## src/rtl/fwm_pkg.sv

```systemverilog
// Shared constants, types and the latch update rule for the fault and
// warning manager. Assumes all status fields are packed LSB-first.
package fwm_pkg;

    // Bit of the control-register write data that requests a fault clear.
    localparam int CLR_BIT_POS = 1;

    // Fixed summary positions at the bottom of the status word.
    localparam int STAT_FAULT_POS  = 0;
    localparam int STAT_WARN_POS   = 1;
    localparam int STAT_FIELD_BASE = 2;

    // Origin of a clear event in the current cycle.
    typedef enum logic [1:0] {
        CLR_IDLE    = 2'b00,
        CLR_BY_REG  = 2'b01,
        CLR_BY_EN   = 2'b10,
        CLR_BY_BOTH = 2'b11
    } clr_cause_t;

    // Next value of one latched bit: a live condition always wins, otherwise
    // the held value survives unless a clear event arrives.
    function automatic logic latch_next(logic held, logic cond, logic clr);
        return cond | (held & ~clr);
    endfunction

endpackage

```

## src/rtl/fwm_latch_bank.sv

```systemverilog
// Bank of sticky error bits, one per source.
// Each bit sets on its condition and releases only on a clear event while
// its own condition is absent. Assumes conditions are already synchronous.
module fwm_latch_bank #(
    parameter int N = 4
) (
    input  logic         clk,
    input  logic         rst_n,
    input  logic [N-1:0] cond,
    input  logic         clr_evt,
    output logic [N-1:0] lat
);
    import fwm_pkg::*;

    for (genvar i = 0; i < N; i++) begin : g_bit
        // Per-source sticky flop with conditional release.
        always_ff @(posedge clk) begin
            if (!rst_n) lat[i] <= 1'b0;
            else        lat[i] <= latch_next(lat[i], cond[i], clr_evt);
        end

        assert_set_R1: assert property (@(posedge clk) disable iff (!rst_n)
            cond[i] |=> lat[i]);
        assert_hold_R2: assert property (@(posedge clk) disable iff (!rst_n)
            (lat[i] && !clr_evt) |=> lat[i]);
        assert_release_R3: assert property (@(posedge clk) disable iff (!rst_n)
            (clr_evt && !cond[i]) |=> !lat[i]);
    end

endmodule

```

## src/rtl/fwm_live_mirror.sv

```systemverilog
// Registered, non-latching copy of live condition lines (warnings and
// temperature flags). Assumes inputs are synchronous to clk.
module fwm_live_mirror #(
    parameter int N = 4
) (
    input  logic         clk,
    input  logic         rst_n,
    input  logic [N-1:0] d,
    output logic [N-1:0] q
);

    // One-cycle sample of the live lines.
    always_ff @(posedge clk) begin
        if (!rst_n) q <= '0;
        else        q <= d;
    end

    assert_follow_R8: assert property (@(posedge clk) disable iff (!rst_n)
        1'b1 |=> (q == $past(d)));

endmodule

```

## src/rtl/fwm_clear_ctrl.sv

```systemverilog
// Clear-event source: decodes the self-clearing clear-faults bit from the
// register write port and detects a low-then-high pulse on gate enable.
// Assumes en_gate is already synchronous to clk.
module fwm_clear_ctrl #(
    parameter int ADDR_W    = 4,
    parameter int DATA_W    = 8,
    parameter int CTRL_ADDR = 9
) (
    input  logic                clk,
    input  logic                rst_n,
    input  logic                wr_en,
    input  logic [ADDR_W-1:0]   wr_addr,
    input  logic [DATA_W-1:0]   wr_data,
    input  logic                en_gate,
    output logic                clr_bit,
    output fwm_pkg::clr_cause_t cause,
    output logic                clr_evt
);
    import fwm_pkg::*;

    localparam logic [ADDR_W-1:0] CTRL_A = ADDR_W'(CTRL_ADDR);

    logic wr_hit;
    logic clr_q;
    logic en_q;
    logic en_rise;
    logic unused_data;

    // Write decode of the clear-faults bit.
    assign wr_hit = wr_en && (wr_addr == CTRL_A) && wr_data[CLR_BIT_POS];
    assign unused_data = ^wr_data;

    // Clear bit: set by a write, dropped on the next edge, where it is consumed.
    always_ff @(posedge clk) begin
        if (!rst_n) clr_q <= 1'b0;
        else        clr_q <= wr_hit;
    end

    // Previous enable sample; reset high so leaving reset is not a pulse.
    always_ff @(posedge clk) begin
        if (!rst_n) en_q <= 1'b1;
        else        en_q <= en_gate;
    end

    // Combine the two request sources.
    assign en_rise = en_gate & ~en_q;
    always_comb begin
        cause = clr_cause_t'({en_rise, clr_q});
    end
    assign clr_evt = (cause != CLR_IDLE);
    assign clr_bit = clr_q;

    assert_selfclear_R4: assert property (@(posedge clk) disable iff (!rst_n)
        (clr_q && !wr_hit) |=> !clr_q);
    assert_write_R4: assert property (@(posedge clk) disable iff (!rst_n)
        wr_hit |=> clr_q);
    assert_enpulse_R5: assert property (@(posedge clk) disable iff (!rst_n)
        en_rise |-> !$past(en_gate));

endmodule

```

## src/rtl/fault_warn_mgr.sv

```systemverilog
// Fault and warning manager top. Latches shutdown faults onto the active-low
// fault pin and supply faults onto power-good. It mirrors warnings and
// temperature flags live, forces the gates to high impedance on any latched
// fault, and gives faults precedence over the warning indication.
// Assumes every input line is synchronous to clk.
module fault_warn_mgr #(
    parameter int N_FLT     = 6,
    parameter int N_PGF     = 2,
    parameter int N_WARN    = 4,
    parameter int N_TEMP    = 3,
    parameter int ADDR_W    = 4,
    parameter int DATA_W    = 8,
    parameter int CTRL_ADDR = 9
) (
    input  logic                                    clk,
    input  logic                                    rst_n,
    input  logic [N_FLT-1:0]                        fault_cond,
    input  logic [N_PGF-1:0]                        pgf_cond,
    input  logic [N_WARN-1:0]                       warn_cond,
    input  logic [N_TEMP-1:0]                       temp_cond,
    input  logic                                    en_gate,
    input  logic                                    wr_en,
    input  logic [ADDR_W-1:0]                       wr_addr,
    input  logic [DATA_W-1:0]                       wr_data,
    output logic                                    fault_n,
    output logic                                    pwr_good,
    output logic                                    warn_ind,
    output logic                                    gate_hiz,
    output logic                                    clr_bit,
    output logic [2+N_FLT+N_PGF+N_WARN+N_TEMP-1:0]  status_word
);
    import fwm_pkg::*;

    localparam int SW = STAT_FIELD_BASE + N_FLT + N_PGF + N_WARN + N_TEMP;

    logic [N_FLT-1:0]  flt_lat;
    logic [N_PGF-1:0]  pgf_lat;
    logic [N_WARN-1:0] warn_q;
    logic [N_TEMP-1:0] temp_q;
    clr_cause_t        cause;
    logic              clr_evt;
    logic              any_flt;
    logic              any_pgf;

    // Clear-event generation from register write and enable pulse.
    fwm_clear_ctrl #(
        .ADDR_W(ADDR_W), .DATA_W(DATA_W), .CTRL_ADDR(CTRL_ADDR)
    ) u_clear (
        .clk(clk), .rst_n(rst_n), .wr_en(wr_en), .wr_addr(wr_addr),
        .wr_data(wr_data), .en_gate(en_gate), .clr_bit(clr_bit),
        .cause(cause), .clr_evt(clr_evt)
    );

    // Shutdown faults, reported on the fault pin.
    fwm_latch_bank #(.N(N_FLT)) u_flt (
        .clk(clk), .rst_n(rst_n), .cond(fault_cond), .clr_evt(clr_evt), .lat(flt_lat)
    );

    // Supply faults, reported on power-good.
    fwm_latch_bank #(.N(N_PGF)) u_pgf (
        .clk(clk), .rst_n(rst_n), .cond(pgf_cond), .clr_evt(clr_evt), .lat(pgf_lat)
    );

    // Live warnings.
    fwm_live_mirror #(.N(N_WARN)) u_warn (
        .clk(clk), .rst_n(rst_n), .d(warn_cond), .q(warn_q)
    );

    // Live temperature flags.
    fwm_live_mirror #(.N(N_TEMP)) u_temp (
        .clk(clk), .rst_n(rst_n), .d(temp_cond), .q(temp_q)
    );

    // Pin and shutdown decode with fault precedence over warnings.
    always_comb begin
        any_flt  = |flt_lat;
        any_pgf  = |pgf_lat;
        fault_n  = ~any_flt;
        pwr_good = ~any_pgf;
        gate_hiz = any_flt | any_pgf;
        warn_ind = (|warn_q) & ~gate_hiz;
    end

    // Status word packing, summaries at the bottom.
    always_comb begin
        status_word = '0;
        status_word[STAT_FAULT_POS] = any_flt;
        status_word[STAT_WARN_POS]  = |warn_q;
        status_word[SW-1:STAT_FIELD_BASE] = {temp_q, warn_q, pgf_lat, flt_lat};
    end

    assert_pinquiet_R10: assert property (@(posedge clk) disable iff (!rst_n)
        ((fault_cond == '0) && fault_n) |=> fault_n);
    assert_precedence_R7: assert property (@(posedge clk) disable iff (!rst_n)
        ((fault_cond != '0) || (pgf_cond != '0)) |=> !warn_ind);
    assert_hiz_hold_R6: assert property (@(posedge clk) disable iff (!rst_n)
        (gate_hiz && !clr_evt) |=> gate_hiz);
    assert_temp_quiet_R9: assert property (@(posedge clk) disable iff (!rst_n)
        (!gate_hiz && (fault_cond == '0) && (pgf_cond == '0)) |=> !gate_hiz);

endmodule

```

## config.mk

```make
export PLATFORM = sky130hd
export DESIGN_NAME = fault_warn_mgr
export DESIGN_NICKNAME = d
export VERILOG_FILES = /design/src/rtl/fwm_pkg.sv /design/src/rtl/fwm_latch_bank.sv /design/src/rtl/fwm_live_mirror.sv /design/src/rtl/fwm_clear_ctrl.sv /design/src/rtl/fault_warn_mgr.sv
export SDC_FILE = /design/constraint.sdc
export NUM_CORES = 1
export LEC_CHECK = 0
export ABC_AREA = 1
export BUFFER_PORTS_ARGS = -buffer_cell sky130_fd_sc_hd__buf_4
export CAP_MARGIN = 30
export CORE_MARGIN = 1.5
export CORE_UTILIZATION = 37
export CTS_CLUSTER_SIZE = 20
export DETAILED_ROUTE_END_ITERATION = 6
export GPL_ROUTABILITY_DRIVEN = 1
export HOLD_SLACK_MARGIN = 0.02
export PLACE_DENSITY = 0.88
export SETUP_SLACK_MARGIN = 0.3
export SYNTH_ARGS = -nofsm -noshare
export SYNTH_HDL_FRONTEND = slang
export SYNTH_HIERARCHICAL = 1
export SYNTH_SLANG_ARGS = --single-unit
```

## constraint.sdc

```tcl
create_clock -name clk -period 1.05 [get_ports clk]
set_clock_uncertainty 0.15 [all_clocks]
set_input_delay 0.21 -clock clk [delete_from_list [all_inputs] [get_ports clk]]
set_output_delay 0.21 -clock clk [all_outputs]
set_load 0.01 [all_outputs]
```

* Word-level counts from Yosys, hierarchy flattened
Index checks and enable logic that the tools add are counted.
** Cells by class
- Equal/unequal tests :: 1
- Bitwise operators :: 24
- Reductions and logical operators :: 6
** Operators with widths (count)
- 1-bit bitwise AND :: 10
- 1-bit OR :: 9
- 6-bit OR reduction :: 1
- 1-bit inverter :: 5
- 4-bit == test, second input constant :: 1
- 4-bit OR reduction :: 1
- 1-bit logical AND :: 2
- 2-bit nonzero test :: 1
- 2-bit OR reduction :: 1
** Word-level totals
- Bits in registers :: 17
- Input port bits :: 31
- Output and inout bits :: 22
- Logic and storage cells :: 43

* Depth between registers and ports, before layout
Gate-level depths: netlist of the first run.
- Depth after elaboration :: 6
- Mapped depth :: 5
- Depth with buffers taken out :: 5

* Modules after synthesis
Netlist of the first run, hierarchy kept.
** Modules (own cells, without submodules)
- fwm_latch_bank (u_flt) :: times used 1, cells an instance 26, area each 202.7 um^2, sequential area each 120.1 um^2
- fwm_live_mirror (u_warn) :: times used 1, cells an instance 12, area each 110.1 um^2, sequential area each 80.1 um^2
- fwm_clear_ctrl :: times used 1, cells an instance 14, area each 100.1 um^2, sequential area each 40.0 um^2
- fault_warn_mgr :: times used 1, cells an instance 14, area each 87.6 um^2, sequential area each 0.0 um^2
- fwm_live_mirror (u_temp) :: times used 1, cells an instance 9, area each 82.6 um^2, sequential area each 60.1 um^2
- fwm_latch_bank (u_pgf) :: times used 1, cells an instance 10, area each 72.6 um^2, sequential area each 40.0 um^2

* Worst setup path after synthesis of the first run
Ideal clock, no wire load.
- Path kind :: register -> output
- Start point :: register u_pgf.lat[1]
- End point :: output warn_ind
- Data arrival time :: 0.858 ns
- Required time :: 0.690 ns
- Path slack :: -0.168 ns
- Cell stages (with the launch flop) :: 4
- Path buffers :: 0
- Cell sequence :: dfxtp_1 > nor2_4 > nand4_2 > nor2_1
** Between the ends
- Word-level cells in the longest chain between the ends :: 4
** RTL lines
- start, declared :: line fwm_latch_bank.sv:11 : output logic [N-1:0] lat
- start signal, assigned by index :: line fwm_latch_bank.sv:19 : else lat[i] <= latch_next(lat[i], cond[i], clr_evt);
- 2-bit OR reduction :: line fault_warn_mgr.sv:77 : any_pgf = |pgf_lat;
- 1-bit OR :: line fault_warn_mgr.sv:80 : gate_hiz = any_flt | any_pgf;
- named net gate_hiz :: line fault_warn_mgr.sv:28 : output logic gate_hiz,
- 1-bit inverter :: line fault_warn_mgr.sv:81 : warn_ind = (|warn_q) & ~gate_hiz;
- 1-bit bitwise AND :: line fault_warn_mgr.sv:81
- end, declared :: line fault_warn_mgr.sv:27 : output logic warn_ind,
The timed path passes the listed nets, and every way through them passes these cells.

* Worst setup path after layout of the first run
- Start point :: register u_flt.lat[2]
- End point :: output warn_ind
** Between the ends
- Word-level cells in the longest chain between the ends :: 4
** RTL lines
- start, declared :: line fwm_latch_bank.sv:11
- start signal, assigned by index :: line fwm_latch_bank.sv:19
- 6-bit OR reduction :: line fault_warn_mgr.sv:76 : any_flt = |flt_lat;
- 1-bit OR :: line fault_warn_mgr.sv:80
- 1-bit inverter :: line fault_warn_mgr.sv:81
- 1-bit bitwise AND :: line fault_warn_mgr.sv:81
Every way passes these cells.

==> qor.yml, run 1 <==
reg_clk_slew_reported_paths_ns: 0.10
timing_hold_violations_final: 7
yosysWarningCount: 6
port_bufs: 45
post_route_cells_drive_above_1_share_pct: 76.71
finalCriticalPeriod_ns: 1.490
routedWlPerCell_um: 15.15
r2r_setup_slack_ns: -0.04
worst_path_fanout_max: 2
cts-buffers-inserted: 3
cts.path.max_buffers: 2
finalCritPeriodShare_pct: 141.9
drt_first_pass_iters: 6
grt_antenna_before_repair: 0
cp-start-kind: "register"
ir_worst_vdd_uv: 992.7
critPathKind: "reg -> out"
finish.net_count: 178
critical_path_arrival_ns: 1.13
num_io_pins: 53
drcViolationCount: 0
routabilityCongestion: 0.7286
maxCapViolCount: 0
crit_required_ns: 0.69
detail-route-antenna-nets: 0
relSlewSlack_pct: 78.93
worstHoldPathType: "in -> reg"
die-width_um: 44.49
worst_pin_slew_ns: 0.3157
post-route-worst-setup-slack_ns: -0.4403
synth_cells: 82
timing.fmax_ghz: 0.6710
grt_use_total_pct: 24.52
detailroute.via_count: 773
cts.root.buffer_cell: "clkbuf_4"
antenna_diode_instance_count: 0
failing_checks: "hold timing, setup timing"
globalRoute.totalOverflow: 0
fp.dieH_um: 44.49
outcome: "finished with violations"
route.met3.wl_um: 120
critical_path.endpoint_type: "output port"
dr_wl_met2_um: 1431
grt_pass1_wl_um: 3353
timing.hold.ws_ns: -0.05890
wirelength_met1_um: 813
pwr_density_cell_nw_per_um2: 1116
ctsHtreeMaxLevel: 1
area_growth_syn_to_layout_pct: 116.7
starting_density_of_the_core_pct: 40.85
drt_wl_total_um: 2455
cts_tree: "built"
netlist_area_um2: 636.9
detail_route.vias_per_cell: 4.772
post_synth.cell_area_avg_um2: 7.767
placeableCoreArea_um2: 1559
power.leakage_uw: 0.0007327
floorplan.rows: 14
totalPowerFinal_uw: 1540
dp.final_hpwl_um: 1512
grt_start_max_net_pins: 12
worst_skew_pair.late_latency_ns: 0.30
area_of_the_die_um2: 1979
setup-violations-final: 28
number_of_max_slew_violations_in_the_final_report: 0
postSynthNetCount: 113
grt_pass1_vias: 770
cts_sinks: 17
grt_setup_unrepaired: "yes"
uppermost_signal_routing_layer_after_detailed_routing: "met4"
drt_iter0_markers: 25
==> per-layer routing <==
metal  track usage (%)  vias up
met5                 0        -
met4             14.55        0
met3             1.224        8
met2             51.59       37
met1             21.70      361
li1                  -      367
==> path summary, 6_finish.rpt <==
path	start	endpoint	depth (start not counted)
setup / recovery	u_flt/lat[2]	warn_ind	4
hold / removal	temp_cond[2]	u_temp/q[2]	3
setup reg to reg	u_clear/clr_bit	u_flt/lat[4]	4
hold reg to reg	u_flt/lat[5]	u_flt/lat[5]	3
==> metrics by stage <==
| step | worst slack (ns) | cell area, µm² | setup TNS (ns) | cells | util [%] |
|---|---|---|---|---|---|
| after floorplan | -0.07375 | 696.9 | -0.1096 | 82 | - |
| after global placement | -0.1027 | 1115 | -0.3061 | 151 | 71.51 |
| after detailed placement | -0.1241 | 1115 | -0.4121 | 151 | 71.51 |
| after CTS | -0.4325 | 1295 | -4.443 | 159 | 83.07 |
| after global routing | -0.4922 | 1380 | -6.075 | 162 | 88.52 |
| final | -0.4403 | 1380 | -4.958 | 162 | 88.52 |
==> report_power, final <==
part,switching (µW),internal (µW),leakage [µW]
sequential,41.7,690,0.000146
combinational,190,265,0.000569
clock,211,142,0.0000177
total,443,1100,0.000733
==> placed cells by master (no fill, tap or decap), types with 2 or more instances in the layout <==
master,instances
buf_6,29
clkbuf_4,3
inv_1,19
buf_4,32
nand2_2,6
nor2_4,5
inv_2,5
nand3_1,2
dfxtp_2,15
nand2_1,11
nand2_4,2
a21oi_2,8
==> worst max-delay path: stages (launching register included) <==
cell,delay [ns]
dfxtp_2,0.35
nor2_4,0.14
nand4_4,0.14
nor2_4,0.10
buf_6,0.10
==> state kept, by name (all words and copies together), names as in the netlist <==
name and flops:
u_flt/lat 6, u_pgf/lat 2, u_temp/q 3, u_clear/clr_bit 1, u_clear/en_q 1, u_warn/q 4
==> cell type report <==
cell class                      count  area, µm²
Timing Repair Buffer               61      566.8
Inverter                           25      98.84
Sequential cell                    17      362.8
Multi-Input combinational cell     39      304.0
Clock inverter                      1      5.005
Tap cell                           16      20.02
Clock buffer                        3      22.52
Fill cell                          75      178.9
==> timing repair <==
| action | in CTS | in global routing |
|---|---|---|
| pin swaps | 3 | 8 |
| hold endpoints to repair | 15 | 15 |
| endpoints found under the setup margin | 30 | 30 |
| gates resized for setup | 40 | 19 |
| buffers inserted | 4 | 3 |
Power figures use the tool's default switching activity.
==> run 2: changes to the inputs <==
--- a/config.mk
+++ b/config.mk
@@ -9,12 +9,12 @@
 export BUFFER_PORTS_ARGS = -buffer_cell sky130_fd_sc_hd__buf_4
 export CAP_MARGIN = 30
 export CORE_MARGIN = 1.5
-export CORE_UTILIZATION = 37
+export CORE_UTILIZATION = 33
 export CTS_CLUSTER_SIZE = 20
 export DETAILED_ROUTE_END_ITERATION = 6
 export GPL_ROUTABILITY_DRIVEN = 1
 export HOLD_SLACK_MARGIN = 0.02
-export PLACE_DENSITY = 0.88
+export PLACE_DENSITY = 0.83
 export SETUP_SLACK_MARGIN = 0.3
 export SYNTH_ARGS = -nofsm -noshare
 export SYNTH_HDL_FRONTEND = slang
==> constraint.sdc (replaced) <==
create_clock -name clk -period 1.3 [get_ports clk]
set_clock_uncertainty 0.15 [all_clocks]
set_input_delay 0.26 -clock clk [delete_from_list [all_inputs] [get_ports clk]]
set_output_delay 0.26 -clock clk [all_outputs]
set_load 0.01 [all_outputs]
==> run 2 against run 1 <==
  * The run ends with setup timing left
  * Via count down 4.1%
  * Register-to-register slack gained 0.30 ns
  * Utilization shrank 11 points
  * Largest cell class unchanged
==> qor.yml, run 2 (synthesis results as in run 1) <==
detail_route.vias_per_cell: 4.333  # -9.2%
top_register: "u_flt/lat"
fillers: 134  # +79%
seq_power_share_pct: 49.0  # +1.5 points
dp.final_hpwl_um: 1256  # -17%
grt_setup_unrepaired: "yes"
worst_skew_pair.late_latency_ns: 0.28  # -0.02 ns
grt_start_max_net_pins: 12  # unchanged
finalCritPeriodShare_pct: 117.4
floorplan.rows: 15  # +1
dpl_cell_area_um2: 1045  # -6.3%
layout.cells.most_common_list: "32 x buf_4, 22 x buf_6, 19 x inv_1"
area_growth_syn_to_layout_pct: 114.7
globalRoute.totalOverflow: 0  # unchanged
drt_first_pass_iters: 4  # -2
worstHoldPathType: "in -> reg"
fp.dieH_um: 46.93  # +5.5%
post-route-cell-area_um2: 1368  # -0.91%
outcome: "finished with violations"
critical_path.endpoint_type: "output port"
failing_checks: "setup timing"
cts.root.buffer_cell: "clkbuf_4"
totalPowerFinal_uw: 1199  # -22%
most_common_library_cell_in_the_layout_ignoring_fill_and_taps: "buf_4"
cts_sinks: 17  # unchanged
drt_iter0_markers: 5  # -80%
drt_wl_total_um: 1967  # -20%
finalCriticalPeriod_ns: 1.526
timing_hold_violations_final: 0  # -7
setup-violations-final: 9  # -68%
routabilityCongestion: 0.6940  # -4.7%
cts-buffers-inserted: 3  # unchanged
num_io_pins: 53  # unchanged
placeableCoreArea_um2: 1764  # +13%
detail-route-antenna-nets: 0  # unchanged
die-width_um: 46.93  # +5.5%
sequential_cell_area_um2: 372.9  # +2.8%
maxCapViolCount: 0  # unchanged
cts_tree: "built"
post_route_cells_drive_above_1_share_pct: 68.49  # -8.2 points
ctsHtreeMaxLevel: 1  # unchanged
share_clk_of_total_power_pct: 23.6  # +0.7 points
pwr_density_cell_nw_per_um2: 877.0  # -21%
power.leakage_uw: 0.0007226  # -1.4%
number_of_max_slew_violations_in_the_final_report: 0  # unchanged
p_int_uw: 865.1  # -21%
finish.net_count: 178  # unchanged
relSlewSlack_pct: 81.16  # +2.2 points
cts.path.max_buffers: 2  # unchanged
timing.hold.ws_ns: 0.04350  # +0.1024 ns
switch_pwr_uw: 334.2  # -24%
grt_antenna_before_repair: 0  # unchanged
critical_path_arrival_ns: 1.12  # about the same
detailroute.via_count: 741  # -4.1%
cp-start-kind: "register"
grt_use_total_pct: 17.97  # -6.6 points
multiInputGateArea_um2: 279.0  # -8.2%
reg_clk_slew_reported_paths_ns: 0.10  # about the same
area_of_the_die_um2: 2202  # +11%
post-route-worst-setup-slack_ns: -0.2257  # +0.2145 ns
ir_worst_vdd_uv: 631.3  # -36%
grt_pass1_wl_um: 2773  # -17%
antenna_diode_instance_count: 0  # unchanged
crit_required_ns: 0.89  # +0.20 ns
starting_density_of_the_core_pct: 36.10  # -4.8 points
p_comb_share_pct: 27.3  # -2.2 points
grt_pass1_vias: 722  # -6.2%
largestRegisters: "u_flt/lat: 6 flops, u_warn/q: 4 flops, u_temp/q: 3 flops"
critPathKind: "reg -> out"
timing.fmax_ghz: 0.6554
switching_share_of_total_power_pct: 27.86  # -0.87 points
largest_register_ffs: 6  # unchanged
port_bufs: 45  # unchanged
routedWlPerCell_um: 11.50  # -24%
drcViolationCount: 0  # unchanged
worst_path_fanout_max: 3  # +1
worst_pin_slew_ns: 0.2824  # -0.03335 ns
## run 2: layer usage
| layer | vias to the layer above | track usage, % | wire length, µm |
|---|---|---|---|
| met2 | 33 | 35.62 | 1150 |
| li1 | 363 | - | - |
| met4 | 0 | 11.11 | 63 |
| met1 | 337 | 16.75 | 662 |
| met3 | 8 | 2.692 | 91 |
| met5 | - | 0 | 0 |
## run 2: power groups by stage
| stage | Sequential [µW] | Clock [µW] | Combinational [µW] |
|---|---|---|---|
| final | 588 | 284 | 327 |
| after global routing | 591 | 315 | 353 |
| after CTS | 590 | 292 | 298 |
| after detailed placement | 598 | 0 | 227 |
| after global placement | 596 | 0 | 220 |
| after floorplan | 610 | 0 | 83.7 |
## run 2: area by class of cell
| class | count | area share, % |
|---|---|---|
| tap | 25 | 2.287 |
| sequential | 17 | 27.26 |
| clock buffer | 3 | 1.647 |
| timing repair buffer | 61 | 40.99 |
| multi-input combinational | 39 | 20.40 |
| inverter | 25 | 7.045 |
| clock inverter | 1 | 0.3660 |
## run 2: through the flow
stage / setup TNS (ns) / utilization [%] / worst slack (ns) / instances
6_report: -1.264 / 77.52 / -0.2257 / 171
5_1_grt: -1.766 / 77.52 / -0.2918 / 171
4_1_cts: -1.218 / 73.76 / -0.2384 / 168
3_5_place_dp: 0 / 59.22 / 0.07858 / 151
3_3_place_gp: 0 / 59.22 / 0.09349 / 151
2_1_floorplan: 0 / - / 0.1263 / 82
## run 2: path summary, 6_finish.rpt
path / from / to / slack [ns] / cells past startpoint
min: en_gate / u_clear/en_q / 0.04 / 3
min reg2reg: u_pgf/lat[0] / u_pgf/lat[0] / 0.36 / 2
max: u_flt/lat[2] / warn_ind / -0.23 / 4
max reg2reg: u_clear/clr_bit / u_flt/lat[5] / 0.26 / 4
## run 2: timing repair
| action | CTS | global route |
|---|---|---|
| setup buffers | 6 | 3 |
| pin swaps | 5 | 2 |
| hold buffers | 7 | 0 |
| hold endpoints to repair | 7 | 0 |
| endpoints found under the setup margin | 29 | 31 |
| resized for setup | 39 | 15 |
## run 2: critical path, cell delays in order (launching register included)
cell and delay [ns]:
dfxtp_4 0.38, nor2_4 0.11, nand4_4 0.12, nor2_4 0.12, buf_6 0.10
==> run 3: changes to the inputs <==
--- a/config.mk
+++ b/config.mk
@@ -8,7 +8,7 @@
 export ABC_AREA = 1
 export BUFFER_PORTS_ARGS = -buffer_cell sky130_fd_sc_hd__buf_4
 export CAP_MARGIN = 30
-export CORE_MARGIN = 1.5
+export CORE_MARGIN = 2
 export CORE_UTILIZATION = 33
 export CTS_CLUSTER_SIZE = 20
 export DETAILED_ROUTE_END_ITERATION = 6
==> run 3 against run 2 <==
  * The run still ends with setup timing left
  * First-iteration DRC count stayed put
  * Worst setup slack better by 0.014 ns
  * Final area is 1.1% lower
  * Clock power is 4% lower
  * Sequential power hardly changed
  * Wire length is 5.9% lower
  * Via count is 2.3% lower
  * Global-route usage is 1.2 points lower
  * Die area is 4.3% higher
  * Critical path depth stayed put
  * Hold slack better by 0.0052 ns
  * Utilization is 0.85 points lower
  * Critical path type unchanged
  * Critical endpoint unchanged
  * Largest cell class unchanged
  * Largest power group unchanged
==> qor.yml, run 3 (synthesis results as in run 1) <==
number_of_max_slew_violations_in_the_final_report: 0  # unchanged
placeableCoreArea_um2: 1764  # unchanged
globalRoute.totalOverflow: 0  # unchanged
finalCriticalPeriod_ns: 1.512  # -0.01396 ns
most_common_library_cell_in_the_layout_ignoring_fill_and_taps: "buf_4"
maxCapViolCount: 0  # unchanged
worst_pin_slew_ns: 0.2914  # +0.009009 ns
num_io_pins: 53  # unchanged
area_of_the_die_um2: 2297  # +4.3%
port_bufs: 45  # unchanged
worst_skew_pair.late_latency_ns: 0.28  # about the same
cts.root.buffer_cell: "clkbuf_4"
cts_sinks: 17  # unchanged
detail_route.vias_per_cell: 4.259  # -1.7%
cts.path.max_buffers: 2  # unchanged
power.leakage_uw: 0.0007081  # -2.0%
fp.dieH_um: 47.93  # +2.1%
drcViolationCount: 0  # unchanged
critical_path.most_common_cell: "nor2_4"
routedWlPerCell_um: 10.88  # -5.4%
finish.cell_count_without_fillers: 170  # -0.58%
finalCritPeriodShare_pct: 116.3  # -1.1 points
finish.net_count: 177  # -0.56%
grt_use_total_pct: 16.76  # -1.2 points
timing.hold.ws_ns: 0.04873  # +0.005234 ns
ctsHtreeMaxLevel: 1  # unchanged
timing.critical_path.cells: "nor2_4 -> nand4_4 -> nor2_4 -> buf_6"
placed_cells_incl_taps: 151  # unchanged
cpPeakStageDelay_ns: 0.35  # -0.03 ns
post_route_cells_drive_above_1_share_pct: 68.28  # -0.22 points
top_register: "u_flt/lat"
largest_register_ffs: 6  # unchanged
final_core_util_pct: 76.67  # -0.85 points
cts-buffers-inserted: 3  # unchanged
die-width_um: 47.93  # +2.1%
relSlewSlack_pct: 80.55  # -0.60 points
timing.fmax_ghz: 0.6615  # +0.92%
timing.reg2reg.worst_path_depth: 4  # unchanged
reg_clk_slew_reported_paths_ns: 0.10  # about the same
dp.final_hpwl_um: 1233  # -1.9%
drt_iter0_markers: 5  # unchanged
worst_path_fanout_max: 2  # -1
starting_density_of_the_core_pct: 36.10  # unchanged
r2r_setup_slack_ns: 0.28  # +0.02 ns
detailroute.via_count: 724  # -2.3%
grt_pass1_wl_um: 2518  # -9.2%
critPathKind: "reg -> out"
drt_first_pass_iters: 4  # unchanged
layout.cells.most_common_list: "31 x buf_4, 22 x buf_6, 19 x inv_1"
drt_wl_total_um: 1850  # -5.9%
cp-start-kind: "register"
largestRegisters: "u_flt/lat: 6 flops, u_warn/q: 4 flops, u_temp/q: 3 flops"
pwr_density_cell_nw_per_um2: 874.0  # -0.34%
critical_path.endpoint_type: "output port"
worstHoldPathType: "in -> reg"
area_growth_syn_to_layout_pct: 112.4
cp_slowest_cell: "dfxtp_2"
timing.hold.worst.start: "en_gate"
critical_path_arrival_ns: 1.10  # -0.02 ns
routabilityCongestion: 0.6811  # -1.9%
failing_checks: "setup timing"
timing.rr.start: "u_clear/clr_bit"
grt_setup_unrepaired: "yes"
detail-route-antenna-nets: 0  # unchanged
grt_pass1_vias: 650  # -10%
setup-violations-final: 8  # -1
critical_path.reg2reg.endpoint: "u_flt/lat[2]"
post-route-worst-setup-slack_ns: -0.2118  # +0.01396 ns
hold-path-cell-count: 3  # unchanged
outcome: "finished with violations"
grt_antenna_before_repair: 0  # unchanged
floorplan.rows: 15  # unchanged
hold_end: "u_clear/en_q"
grt_start_max_net_pins: 12  # unchanged
cts_tree: "built"
antenna_diode_instance_count: 0  # unchanged
timing_hold_violations_final: 0  # unchanged
ir_worst_vdd_uv: 586.8  # -7.0%
crit_required_ns: 0.89  # about the same
==> run 3: cell count changes in the layout (fill, tap and decap cells not counted) <==
cell / change
dlymetal6s4s_1: -1
dfxtp_2: +2
dfxtp_4: -2
buf_4: -1
dlygate4sd3_1: +1
==> run 3: worst max path at each step <==
stage                       startpoint       end  slack, ns  depth (start not counted)
after floorplan           u_pgf/lat[0]  warn_ind       0.13                          3
after global placement    u_flt/lat[0]  warn_ind       0.09                          4
after detailed placement  u_flt/lat[0]  warn_ind       0.08                          4
after CTS                 u_flt/lat[1]  warn_ind      -0.24                          4
after global routing      u_flt/lat[5]  warn_ind      -0.29                          4
final                     u_pgf/lat[1]  warn_ind      -0.21                          4
==> run 3: cell type report <==
type	instances	area [µm²]
clock buffers	3	22.52
clock inverters	1	5.005
fillers	136	411.6
inverters	25	96.34
multi-input cells	39	279.0
flip-flops and latches	17	367.9
well taps	25	31.28
repair buffers	60	550.5
==> run 3: critical path, delay by kind of cell, from the launching register on <==
kind                   cells  cell delay (ns)
buffers and inverters      1             0.10
DFF                        1             0.35
and+or+nand+nor            3             0.37
==> run 3: power by group <==
| group | internal [µW] | switching, µW |
|---|---|---|
| Clock | 114 | 158 |
| Combinational | 193 | 129 |
| Sequential | 556 | 32.5 |
| Total | 863 | 319 |
==> run 3: layer usage <==
| layer | vias to the layer above | track usage, % | share of wire, % |
|---|---|---|---|
| met3 | 4 | 4.528 | 3.5 |
| met4 | 0 | 9.730 | 1.8 |
| li1 | 364 | - | - |
| met5 | - | 0 | 0 |
| met1 | 327 | 14.68 | 36 |
| met2 | 29 | 33.07 | 58 |
==> run 3: timing repair <==
action	CTS	global route
hold buffers	7	0
pin swaps	3	6
setup endpoints to repair	29	30
resized for setup	31	20
buffers inserted	5	3
endpoints found under the hold margin	7	0
==> run 3: metrics by stage <==
stage                     setup slack (ns)  setup TNS [ns]  power [µW]  cell area, µm²
after detailed placement           0.08189               0       824.1            1045
after global routing               -0.2871          -1.590        1256            1353
final                              -0.2118          -1.014        1182            1353
after floorplan                     0.1263               0       693.5           683.2
after CTS                          -0.2357          -1.089        1164            1271
after global placement             0.09361               0       815.7            1045
